**config.mk**
```make
export PLATFORM = sky130hd
export DESIGN_NAME = rst_sup_top
export DESIGN_NICKNAME = d
export VERILOG_FILES = /design/src/rtl/rst_sup_pkg.sv /design/src/rtl/rst_sup_filter.sv /design/src/rtl/rst_sup_timer.sv /design/src/rtl/rst_sup_top.sv
export SDC_FILE = /design/constraint.sdc
export NUM_CORES = 1
export LEC_CHECK = 0
export BUFFER_PORTS_ARGS = -buffer_cell sky130_fd_sc_hd__buf_4
export CORE_UTILIZATION = 30
export DETAILED_ROUTE_END_ITERATION = 7
export GPL_ROUTABILITY_DRIVEN = 0
export PLACE_DENSITY_LB_ADDON = 0.08
export REMOVE_ABC_BUFFERS = 1
export SLEW_MARGIN = 20
export SYNTH_ARGS = -nofsm -noshare
export SYNTH_HDL_FRONTEND = slang
export SYNTH_SLANG_ARGS = --single-unit
```
**constraint.sdc**
```tcl
create_clock -name clk -period 6.45 [get_ports clk]
set_clock_uncertainty 0.05 [all_clocks]
set_input_delay 0.645 -clock clk [delete_from_list [all_inputs] [get_ports clk]]
set_output_delay 0.645 -clock clk [all_outputs]
set_load 0.02 [all_outputs]
```
**src/rtl/rst_sup_pkg.sv**
```systemverilog
package rst_sup_pkg;

  typedef enum logic [1:0] {
    SUP_HOLD  = 2'd0,  // line held, waiting for good rails
    SUP_COUNT = 2'd1,  // release delay running
    SUP_RUN   = 2'd2,  // line released
    SUP_PULSE = 2'd3   // forced pulse after an expiry request
  } sup_state_e;

  // total hold time in clock cycles for a given extension
  function automatic int unsigned sup_hold_cycles(input int unsigned base_us,
                                                  input int unsigned ext_us,
                                                  input int unsigned clk_per_us);
    return (base_us + ext_us) * clk_per_us;
  endfunction

endpackage

```
**src/rtl/rst_sup_filter.sv**
```systemverilog
module rst_sup_filter #(
  parameter int unsigned N_RAILS  = 2,
  parameter int unsigned FILT_CYC = 5000
) (
  input  logic               clk,
  input  logic               rst_n,
  input  logic [N_RAILS-1:0] rail_ok,
  output logic               any_out,
  output logic               fault_q
);
  localparam int unsigned CW = $clog2(FILT_CYC + 1);

  logic [CW-1:0] run_len;

  assign any_out = ~&rail_ok;
  assign fault_q = (run_len == CW'(FILT_CYC));

  always_ff @(posedge clk or negedge rst_n) begin
    if (!rst_n)        run_len <= '0;
    else if (!any_out) run_len <= '0;
    else if (!fault_q) run_len <= run_len + CW'(1);
  end

  // accepted fault only after an edge that saw a raw fault
  p_filt_needs_fault_r3: assert property (@(posedge clk) disable iff (!rst_n)
    $rose(fault_q) |-> $past(any_out));

  // a good edge clears any accepted fault
  p_filt_clears_r4: assert property (@(posedge clk) disable iff (!rst_n)
    !any_out |=> !fault_q);

endmodule

```
**src/rtl/rst_sup_timer.sv**
```systemverilog
module rst_sup_timer
  import rst_sup_pkg::*;
#(
  parameter int unsigned EXT_W      = 16,
  parameter int unsigned CLK_PER_US = 250,
  parameter int unsigned BASE_US    = 10000,
  parameter int unsigned CNT_W      = 25
) (
  input  logic             clk,
  input  logic             rst_n,
  input  logic             any_out,
  input  logic             fault_q,
  input  logic             seq_done,
  input  logic             wd_req,
  input  logic [EXT_W-1:0] ext_us,
  output logic             rst_pull
);
  sup_state_e       state;
  logic [CNT_W-1:0] cnt;
  logic [CNT_W-1:0] tgt;
  logic [CNT_W-1:0] new_tgt;
  logic             rails_good;
  logic             last_cyc;
  logic             busy;

  assign new_tgt    = CNT_W'(sup_hold_cycles(BASE_US, 32'(ext_us), CLK_PER_US));
  assign rails_good = !any_out && seq_done;
  assign last_cyc   = (cnt == tgt - CNT_W'(1));
  assign busy       = (state == SUP_COUNT) || (state == SUP_PULSE);
  assign rst_pull   = (state != SUP_RUN);

  always_ff @(posedge clk or negedge rst_n) begin
    if (!rst_n) begin
      state <= SUP_HOLD;
      cnt   <= '0;
      tgt   <= '0;
    end else begin
      unique case (state)
        SUP_HOLD: if (rails_good) begin
          state <= SUP_COUNT;
          cnt   <= '0;
          tgt   <= new_tgt;
        end
        SUP_COUNT: begin
          if (!rails_good)   state <= SUP_HOLD;
          else if (last_cyc) state <= SUP_RUN;
          else               cnt   <= cnt + CNT_W'(1);
        end
        SUP_RUN: begin
          if (fault_q || !seq_done) state <= SUP_HOLD;
          else if (wd_req) begin
            state <= SUP_PULSE;
            cnt   <= '0;
            tgt   <= new_tgt;
          end
        end
        SUP_PULSE: begin
          if (last_cyc) state <= rails_good ? SUP_RUN : SUP_HOLD;
          else          cnt   <= cnt + CNT_W'(1);
        end
        default: state <= SUP_HOLD;
      endcase
    end
  end

  // accepted fault while released pulls the line
  p_fault_pulls_r2: assert property (@(posedge clk) disable iff (!rst_n)
    (state == SUP_RUN && fault_q) |=> rst_pull);

  // release only with sequencing complete
  p_release_needs_seq_r5: assert property (@(posedge clk) disable iff (!rst_n)
    $fell(rst_pull) |-> $past(seq_done));

  // release only at the end of a timed phase
  p_release_timed_r6: assert property (@(posedge clk) disable iff (!rst_n)
    $fell(rst_pull) |-> $past(busy));

  // running count stays below its target
  p_cnt_in_range_r6: assert property (@(posedge clk) disable iff (!rst_n)
    busy |-> (cnt < tgt));

  // captured target does not move during a timed phase
  p_tgt_held_r7: assert property (@(posedge clk) disable iff (!rst_n)
    (busy && $past(busy)) |-> $stable(tgt));

  // a raw fault during countdown abandons it
  p_break_restarts_r8: assert property (@(posedge clk) disable iff (!rst_n)
    (state == SUP_COUNT && any_out) |=> (state == SUP_HOLD));

  // no forced pulse starts while the countdown runs
  p_wd_ignored_r10: assert property (@(posedge clk) disable iff (!rst_n)
    (state == SUP_COUNT && wd_req) |=> (state != SUP_PULSE));

  // sequencing loss while released pulls the line
  p_seq_loss_r11: assert property (@(posedge clk) disable iff (!rst_n)
    (state == SUP_RUN && !seq_done) |=> rst_pull);

endmodule

```
**src/rtl/rst_sup_top.sv**
```systemverilog
module rst_sup_top #(
  parameter int unsigned N_RAILS    = 2,
  parameter int unsigned CLK_PER_US = 250,
  parameter int unsigned GLITCH_US  = 20,
  parameter int unsigned BASE_US    = 10000,
  parameter int unsigned EXT_W      = 16
) (
  input  logic               clk,
  input  logic               rst_n,
  input  logic [N_RAILS-1:0] rail_ok,
  input  logic               seq_done,
  input  logic               wd_req,
  input  logic [EXT_W-1:0]   ext_us,
  output logic               rst_pull
);
  localparam int unsigned FILT_CYC = GLITCH_US * CLK_PER_US;
  localparam int unsigned MAX_CYC  =
    rst_sup_pkg::sup_hold_cycles(BASE_US, (1 << EXT_W) - 1, CLK_PER_US);
  localparam int unsigned CNT_W    = $clog2(MAX_CYC + 1);

  logic any_out;
  logic fault_q;

  rst_sup_filter #(
    .N_RAILS  (N_RAILS),
    .FILT_CYC (FILT_CYC)
  ) u_filter (
    .clk     (clk),
    .rst_n   (rst_n),
    .rail_ok (rail_ok),
    .any_out (any_out),
    .fault_q (fault_q)
  );

  rst_sup_timer #(
    .EXT_W      (EXT_W),
    .CLK_PER_US (CLK_PER_US),
    .BASE_US    (BASE_US),
    .CNT_W      (CNT_W)
  ) u_timer (
    .clk      (clk),
    .rst_n    (rst_n),
    .any_out  (any_out),
    .fault_q  (fault_q),
    .seq_done (seq_done),
    .wd_req   (wd_req),
    .ext_us   (ext_us),
    .rst_pull (rst_pull)
  );

  // line held after a reset cycle
  p_reset_holds_r1: assert property (@(posedge clk)
    !rst_n |=> rst_pull);

endmodule

```
==> impl_metrics.ini <==
[critical_path]
crit_chain = buf_4 > ha_1 > and3_1 > nor3_1 > buf_4 > xnor2_1 > inv_1 > ha_1 > inv_1 > fa_1 > fa_1 > inv_1 > fa_1 > ha_1 > a21o_1 > a21oi_1 > o21ai_0 > a311o_1 > a2111oi_1 > o41ai_1 > xor2_1 > mux2_2
slowest_stage = fa_1
path_max_fanout = 6
start_kind = input pin
cp_data_required_time_ns = 6.63
crit_buf_inv = 5
cp.arrival_ns = 6.09
path_class = in -> reg
crit_family = adder cells
r2r_setup_slack_ns = 2.40
critPathCaptureType = flop
cpPeakStageDelay_ns = 0.55

[sta]
setup_viol = 0
post-route-period-util_pct = 91.7
worstMarginPinSlew_ns = 0.962
fmax_mhz = 169
rsz0062_at_grt = false
max-slew-margin-rel_pct = 35.9
worst_slack_ns = 0.533
whs_ns = 0.351
final.min_clock_period_ns = 5.92
timing.setup.tns_ns = 0
final_hold_viol_count = 0
report.final.slew_viol_count = 0

[floorplan]
initial_core_util_pct = 30.8
core_um2 = 22800
die_area_um2 = 24100
die_h_um = 155
rows = 55
num_io_pins = 23
die-width_um = 155

[synth]
postSynthCellCount = 784
synth_edf_count = 0
ys_ff_latch = 64
synth_top_area_cell = dfrtp_1
ys_warn_count = 0
synth_cell_types = 71
synth_top_flop_cell = dfrtp_1
yosysSeqAreaShare_pct = 22.8
synth_top_area_share_pct = 22.8
synth_area_um2 = 7030
synth_most_common_cell = inv_1
synthTopCellsByCount = inv_1, nand2_1, dfrtp_1
async_flop_share_pct = 100
synthTopCellsByArea = dfrtp_1, fa_1, ha_1
synth_area_per_cell_um2 = 8.97

[finish]
area_growth_pct = 11.9
ff_latch_area_um2 = 1600
multi_input_area_um2 = 4900
fill_cells = 2391
nets = 936
diodes = 0
fin_cells = 1122
drive_gt1_share_pct = 11.1

[global_route]
grt_pass1_wl_um = 26700
grt_pass1_vias = 5452
grt-ovfl-total = 0
antenna_found_initial = 0
track_usage_pct = 13.8
grt_max_degree = 65

[clock_tree]
cts_made_buffers = 9
cts_max_level = 3
cts_buffer_depth = 2
post_cts_buffers = 0
cts_root_buffer = clkbuf_16
clk_latency_ns = 0.34
path_clk_slew_ns = 0.06
cts_tree = done
cts.sinks = 64

[drt]
detail_route.vias_per_cell = 4.76
top_layer_used = met4
antenna_left = 0
post-route-drc-count = 0
vias = 5340
met2_length_um = 7220
drtPass1Iterations = 4
m1WireLength_um = 7820
drtIter0Drc = 163
met3_length_um = 271
routedWlPerCell_um = 14.0
wl_um = 15700

[pwr]
p_total_mw = 3.56
power.density_nw_per_um2 = 453
ir_drop_uv = 199
leakage_nw = 3.58

[min_path]
hp-class = in -> async

[placed_design]
io_buffers = 22
place_ws_ns = 0.0917
dp_cells = 1106
place_hpwl_um = 12300

[run]
max-cap-violations = 0

[run_status]
status = finished, final reports clean
-- cells in the final DEF, fill, tap and decap left out, types with 10 or more instances in the layout --
master	instances
inv_1	102
nand2_1	77
dfrtp_1	64
ha_1	59
fa_1	51
xnor2_1	50
nor2_1	40
xor2_1	36
o21ai_0	35
buf_4	34
a21oi_1	23
nand3_1	21
a21o_1	15
or3_1	15
nor3_1	13
nand4_1	12
a21oi_2	12
nor4_1	11
and3_1	10
o21ai_2	10
-- per-layer routing --
metal	vias up	track usage [%]
li1	2722	-
met1	2543	18.4
met2	52	22.9
met3	23	1.50
met4	0	5.47
met5	-	0
-- repair_timing --
item,in CTS,in global routing
setup endpoints to repair,0,1
gates resized for setup,0,1
hold buffers,0,0
-- state kept, by name, summed over array words and instances (netlist names) --
signal / cells
u_filter.run_len: 13
u_timer.state: 2
u_timer.tgt: 24
u_timer.cnt: 25
-- worst reg2reg max path, cell delays in order, from the launching register on --
cell and delay [ns]:
dfrtp_1 0.42, nand4bb_1 0.20, nor4_1 0.36, nand4_1 0.37
a31oi_1 0.34, or3b_2 0.16, buf_4 0.46, nand2_1 0.48
or4b_1 0.67, or4_1 0.41, nand2_1 0.08
-- area by class of cell --
cell class	count	share of cell area [%]
multi-input combinational	593	62.2
sequential	64	20.3
tap	313	4.98
inverter	102	4.86
clock buffer	12	3.39
timing repair buffer	34	3.24
clock inverter	4	0.954
-- stage by stage --
stage	instance area (um^2)	util, %
after floorplan	6880	-
final	7870	34.4
after detailed placement	7530	32.9
after global placement	7530	32.9
after CTS	7870	34.4
after global routing	7870	34.4
-- logic make-up (layout without fill, tap and decap cells) --
group	Yosys count	in the layout	share of synthesized area [%]
AOI/OAI and AO/OA	146	146	14.6
xor gates and xnor gates	86	86	10.7
adders and majority gates	110	110	25.0
buffers and inverters	127	152	7.69
DFF	64	64	22.8
muxes	9	9	1.49
and+or+nand+nor	242	242	17.8
-- report_power, final --
group / internal [mW] / total (mW) / leakage [nW] / switching, mW
registers: 0.484 / 0.608 / 0.854 / 0.124
clock network: 0.370 / 0.557 / 0.161 / 0.187
logic: 1.10 / 2.40 / 2.57 / 1.30
total: 1.95 / 3.56 / 3.58 / 1.61
-- worst paths after layout --
kind                                             to                  from  cells after the start
worst max-delay path                u_timer.tgt[23]             ext_us[4]                     22
worst max register to register      u_timer.cnt[24]  u_filter.run_len[10]                     10
max in group asynchronous           u_timer.cnt[10]                 rst_n                      1
worst min-delay path            u_filter.run_len[3]                 rst_n                      1
worst min register to register      u_timer.tgt[24]       u_timer.tgt[24]                      2
min in group clk                    u_timer.tgt[24]       u_timer.tgt[24]                      2
(Power assumes the default switching activity.)
